File: src/rtl/mts_pkg.sv
package mts_pkg;

  // Control phases of one run.
  typedef enum logic [1:0] {
    ST_IDLE = 2'd0,
    ST_RUN  = 2'd1,
    ST_FIN  = 2'd2
  } mtsState_t;

  // Strobes the control sends to the datapath.
  typedef struct packed {
    logic clr;     // start accepted: wipe counters and verdict
    logic apply;   // a vector is on the outputs this cycle
    logic finish;  // this vector is the last of the run
  } mtsStrobes_t;

endpackage

File: src/rtl/mts_ctrl.sv
module mts_ctrl
  import mts_pkg::*;
#(
  parameter int N = 8
) (
  input  logic                       clk,
  input  logic                       rstN,
  input  logic                       start,
  output mtsStrobes_t                strb,
  output logic [$clog2(N):0]         vecIdx,
  output logic                       busy,
  output logic                       done
);

  localparam int SELW = $clog2(N);
  localparam int IDXW = SELW + 1;
  localparam logic [IDXW-1:0] LAST_IDX = IDXW'(2 * N - 1);

  mtsState_t state;

  always_ff @(posedge clk or negedge rstN) begin
    if (!rstN) begin
      state  <= ST_IDLE;
      vecIdx <= '0;
    end else begin
      case (state)
        ST_IDLE: begin
          if (start) begin
            state  <= ST_RUN;
            vecIdx <= '0;
          end
        end
        ST_RUN: begin
          if (vecIdx == LAST_IDX) begin
            state <= ST_FIN;
          end else begin
            vecIdx <= vecIdx + 1'b1;
          end
        end
        ST_FIN:  state <= ST_IDLE;
        default: state <= ST_IDLE;
      endcase
    end
  end

  always_comb begin
    strb.clr    = (state == ST_IDLE) && start;
    strb.apply  = (state == ST_RUN);
    strb.finish = (state == ST_RUN) && (vecIdx == LAST_IDX);
  end

  assign busy = (state == ST_RUN);
  assign done = (state == ST_FIN);

endmodule

File: src/rtl/mts_datapath.sv
module mts_datapath
  import mts_pkg::*;
#(
  parameter int N = 8,
  parameter int W = 8
) (
  input  logic                         clk,
  input  logic                         rstN,
  input  mtsStrobes_t                  strb,
  input  logic [$clog2(N):0]           vecIdx,
  output logic [$clog2(N)-1:0]         muxSel,
  output logic [N*W-1:0]               muxData,
  input  logic [W-1:0]                 muxOut,
  output logic                         pass,
  output logic                         fail,
  output logic [$clog2(2*N+1)-1:0]     errCount,
  output logic [$clog2(N):0]           firstFailIdx
);

  localparam int SELW = $clog2(N);
  localparam int IDXW = SELW + 1;
  localparam int CNTW = $clog2(2 * N + 1);

  logic [SELW-1:0] foldIdx;
  logic [SELW-1:0] graySel;
  logic            pol;
  logic [W-1:0]    expWord;
  logic            mismatch;

  // The upper half of the run mirrors the lower half: 2N-1-k equals ~k
  // in the low bits when N is a power of two.
  always_comb begin
    foldIdx  = vecIdx[IDXW-1] ? ~vecIdx[SELW-1:0] : vecIdx[SELW-1:0];
    graySel  = foldIdx ^ (foldIdx >> 1);
    pol      = vecIdx[0];
    expWord  = {W{pol}};
    mismatch = strb.apply && (muxOut != expWord);
  end

  assign muxSel = strb.apply ? graySel : '0;

  genvar gi;
  generate
    for (gi = 0; gi < N; gi++) begin : g_lane
      always_comb begin
        if (!strb.apply) begin
          muxData[gi*W +: W] = '0;
        end else if (graySel == SELW'(gi)) begin
          muxData[gi*W +: W] = {W{pol}};
        end else begin
          muxData[gi*W +: W] = {W{~pol}};
        end
      end
    end
  endgenerate

  always_ff @(posedge clk or negedge rstN) begin
    if (!rstN) begin
      errCount     <= '0;
      firstFailIdx <= '0;
      fail         <= 1'b0;
      pass         <= 1'b0;
    end else if (strb.clr) begin
      errCount     <= '0;
      firstFailIdx <= '0;
      fail         <= 1'b0;
      pass         <= 1'b0;
    end else begin
      if (mismatch) begin
        errCount <= errCount + CNTW'(1);
        fail     <= 1'b1;
        if (errCount == '0) begin
          firstFailIdx <= vecIdx;
        end
      end
      if (strb.finish) begin
        pass <= !mismatch && (errCount == '0);
      end
    end
  end

endmodule

File: src/rtl/mux_test_seq.sv
module mux_test_seq
  import mts_pkg::*;
#(
  parameter int N = 8,
  parameter int W = 8
) (
  input  logic                         clk,
  input  logic                         rstN,
  input  logic                         start,
  output logic                         busy,
  output logic                         done,
  output logic [$clog2(N)-1:0]         muxSel,
  output logic [N*W-1:0]               muxData,
  input  logic [W-1:0]                 muxOut,
  output logic                         pass,
  output logic                         fail,
  output logic [$clog2(2*N+1)-1:0]     errCount,
  output logic [$clog2(N):0]           firstFailIdx
);

  mtsStrobes_t        strb;
  logic [$clog2(N):0] vecIdx;

  mts_ctrl #(.N(N)) u_ctrl (
    .clk    (clk),
    .rstN   (rstN),
    .start  (start),
    .strb   (strb),
    .vecIdx (vecIdx),
    .busy   (busy),
    .done   (done)
  );

  mts_datapath #(.N(N), .W(W)) u_dp (
    .clk          (clk),
    .rstN         (rstN),
    .strb         (strb),
    .vecIdx       (vecIdx),
    .muxSel       (muxSel),
    .muxData      (muxData),
    .muxOut       (muxOut),
    .pass         (pass),
    .fail         (fail),
    .errCount     (errCount),
    .firstFailIdx (firstFailIdx)
  );

endmodule

File: config.mk
export PLATFORM = sky130hd
export DESIGN_NAME = mux_test_seq
export DESIGN_NICKNAME = d
export VERILOG_FILES = /design/src/rtl/mts_pkg.sv /design/src/rtl/mts_ctrl.sv /design/src/rtl/mts_datapath.sv /design/src/rtl/mux_test_seq.sv
export SDC_FILE = /design/constraint.sdc
export NUM_CORES = 1
export LEC_CHECK = 0
export ABC_AREA = 1
export CAP_MARGIN = 40
export CORE_MARGIN = 5
export CORE_UTILIZATION = 41
export CTS_CLUSTER_SIZE = 25
export DETAILED_ROUTE_END_ITERATION = 10
export PLACE_DENSITY = 0.85
export SLEW_MARGIN = 20
export SYNTH_ARGS = -nofsm -noshare
export SYNTH_HDL_FRONTEND = slang
export SYNTH_SLANG_ARGS = --single-unit
File: constraint.sdc
create_clock -name clk -period 4.7 [get_ports clk]
set_input_delay 0.94 -clock clk [delete_from_list [all_inputs] [get_ports clk]]
set_output_delay 0.94 -clock clk [all_outputs]
set_load 0.005 [all_outputs]
==> flow_summary.ini <==
[run_status]
outcome = finished clean

[cells_and_area]
fill_cells = 331
layout.nets = 257
diodes = 0
drive_above_1_share_pct = 7.500
areaGrowthSynthToFinish_pct = 36.84
final_util_pct = 58.21

[detailed_routing]
drc = 0
finalWirelength_um = 3660
wire_per_inst_um = 12.71
drtIter0Drc = 42
ant_nets = 0
firstDrtPassIters = 4
vias = 1337
vias_per_cell = 4.642

[timing]
slew_headroom_pct = 55.11
maxSlewViolCount = 0
max_freq_mhz = 272.3
period_minus_slack_ns = 3.672
setup_tns_ns = 0
tightest_slew_ns = 0.6682
rsz0062_at_grt = no
finalHoldViolations = 0
setup_viol_count_final = 0
fin_skew_ns = 0.001569
period_share_pct = 78.13

[setup_path]
setup.worst_path.start_class = flip-flop
endpoint_kind = output pin
path_cells = ha_1 -> inv_1 -> a31oi_1 -> nor3_1 -> clkdlybuf4s50_1
worst-setup-path-type = flip-flop to output pin
worst_path_largest_cell_delay_ns = 0.65
crit_arrival_ns = 2.73
cp_slowest_cell = dfrtp_1
required_ns = 3.76
crit_fanout = 18

[run]
drv_cap = 0

[grt]
gr-total-overflow = 0
grt_util_met3_pct = 2.104
met2_usage_pct = 26.53
busiest_layer = met2
grt_pass1_wl_um = 5865
grt_max_degree = 19
grt.total_usage_pct = 13.86
antenna_found_initial = 0
met1_usage_pct = 15.69
grt_pass1_vias = 1263

[clock_tree]
clk_pin_slew_worst_paths_ns = 0.06
post_cts_buffers = 0
cts_resized = 0
clk_path_buf_depth = 2
numCtsBuffers = 3
holdBufCountCts = 0
clock_latency_ns = 0.25
ctsRootBufferMaster = clkbuf_8
htree_levels = 1
cts.sinks = 17
cts_tree = yes

[yosys]
async_flop_share_pct = 100.0
synth_seq_cells = 17
synth_top_cell_by_area = buf_4
ys_warn_count = 0
synthTopCellsByCount = buf_4 (57), nand2_1 (31), nand3_1 (18), dfrtp_1 (17), inv_1 (17)
ys_types = 30
syn_area_mm2 = 0.001569
ys.flop_type = dfrtp_1
synth_nets = 220
synth_cells = 204
synth_edf_count = 0
synth_area_leaders = buf_4 (27%), dfrtp_1 (27%), nand2_1 (7.4%), nand3_1 (5.7%), inv_1 (4.1%)
synth.most_common_cell = buf_4
syn_avg_cell_area_um2 = 7.691
yosysSeqAreaShare_pct = 27.11
synth_top_area_share_pct = 27.27

[pwr]
powerDensity_mw_per_mm2 = 1121
p_seq_share_pct = 11.6
ir_drop_mv = 0.5141
clkPwrFrac_pct = 4.4
power.switching_w = 0.0009001
leakage_nw = 0.9684
p_int_w = 0.001506
comb_power_share_pct = 83.9
power.share.switching_pct = 37.40

[floorplan]
rows = 22
die_h_um = 71.86
coreArea_mm2 = 0.003689
die_w_um = 71.86
start_util_pct = 42.54
die_area_mm2 = 0.005164
ios = 91

[place]
place_congestion = 0.7859
port_buffers = 90
dp_hpwl_um = 3012

[hold_path]
worstHoldPathType = flip-flop to flip-flop
## final cells by class
type	instances	area (um^2)	area share, %
tap	48	60.06	2.797
timing repair buffer	91	915.9	42.66
multi-input combinational	108	621.8	28.96
sequential	17	425.4	19.81
clock buffer	3	41.29	1.923
clock inverter	1	5.005	0.2331
inverter	20	77.57	3.613
## sequential cells by signal (all words and copies together) (netlist names)
signal / flops
u_dp.firstFailIdx: 4
u_ctrl.vecIdx: 4
u_dp.errCount: 5
u_ctrl.state: 2
u_dp.pass: 1
u_dp.fail: 1
## metal layers
layer	vias up	wire, um
li1	669	-
met1	613	1465
met2	51	1915
met3	4	230
met4	0	48
met5	-	0
## worst max-delay path: cells and delay by family (launching register included)
kind,cells,cell delay (ns)
adder cells (fa/ha/maj),1,0.38
buffers and inverters,2,0.80
AND/OR/NAND/NOR,1,0.55
AO/OA/AOI/OAI,1,0.09
flip-flops,1,0.65
## stage by stage
step / instance area, um^2 / std cells / total power [W] / worst slack, ns / hold slack (ns)
floorplan: 1569 / 204 / 0.001621 / 2.004 / 0.4737
global placement: 2086 / 283 / 0.002290 / 1.386 / 0.4683
detailed placement: 2086 / 283 / 0.002332 / 1.287 / 0.4733
CTS: 2132 / 287 / 0.002447 / 1.009 / 0.4920
global route: 2147 / 288 / 0.002603 / 0.7518 / 0.5145
finish: 2147 / 288 / 0.002407 / 1.028 / 0.4965
## cells in the final DEF, fill, tap and decap left out, drive strengths merged, types with 2 or more instances in the layout
cell,netlist,final
nand2,33,33
a31oi,2,2
xor2,4,4
clkdlybuf4s50,0,90
nor2,19,19
nor3,4,4
nor4,2,2
ha,5,5
o21ai,9,9
xnor2,2,2
dfrtp,17,17
clkbuf,0,3
inv,20,20
a21oi,5,5
nand3,20,20
## worst paths after layout
check,slack (ns),endpoint,start,depth (start not counted)
max in group asynchronous,3.55,u_dp.firstFailIdx[2],rstN,2
min in group asynchronous,1.01,u_dp.errCount[0],rstN,2
hold / removal,0.50,u_dp.fail,u_dp.fail,2
setup / recovery,1.03,muxData[35],u_ctrl.vecIdx[0],5
hold reg to reg,0.50,u_dp.fail,u_dp.fail,2
setup reg to reg,3.06,u_ctrl.vecIdx[0],u_ctrl.vecIdx[0],7
## logic make-up (layout without fill, tap and decap cells)
group	count (synthesis)	after routing	share of synthesized area, %
flip-flops	17	17	27.11
XOR/XNOR	6	6	3.349
AO/OA/AOI/OAI	17	17	5.980
buffers and inverters	79	115	33.25
adder cells (fa/ha/maj)	5	5	3.987
AND/OR/NAND/NOR	80	80	26.32
## power groups by stage
stage               clock network, W  registers, W  logic, W
floorplan                          0      0.000259   0.00136
detailed placement                 0      0.000282   0.00205
global placement                   0      0.000279   0.00201
finish                      0.000107      0.000280   0.00202
CTS                         0.000110      0.000280   0.00206
global route                0.000116      0.000292   0.00220
Note: power is estimated with default switching activity, not from simulation.
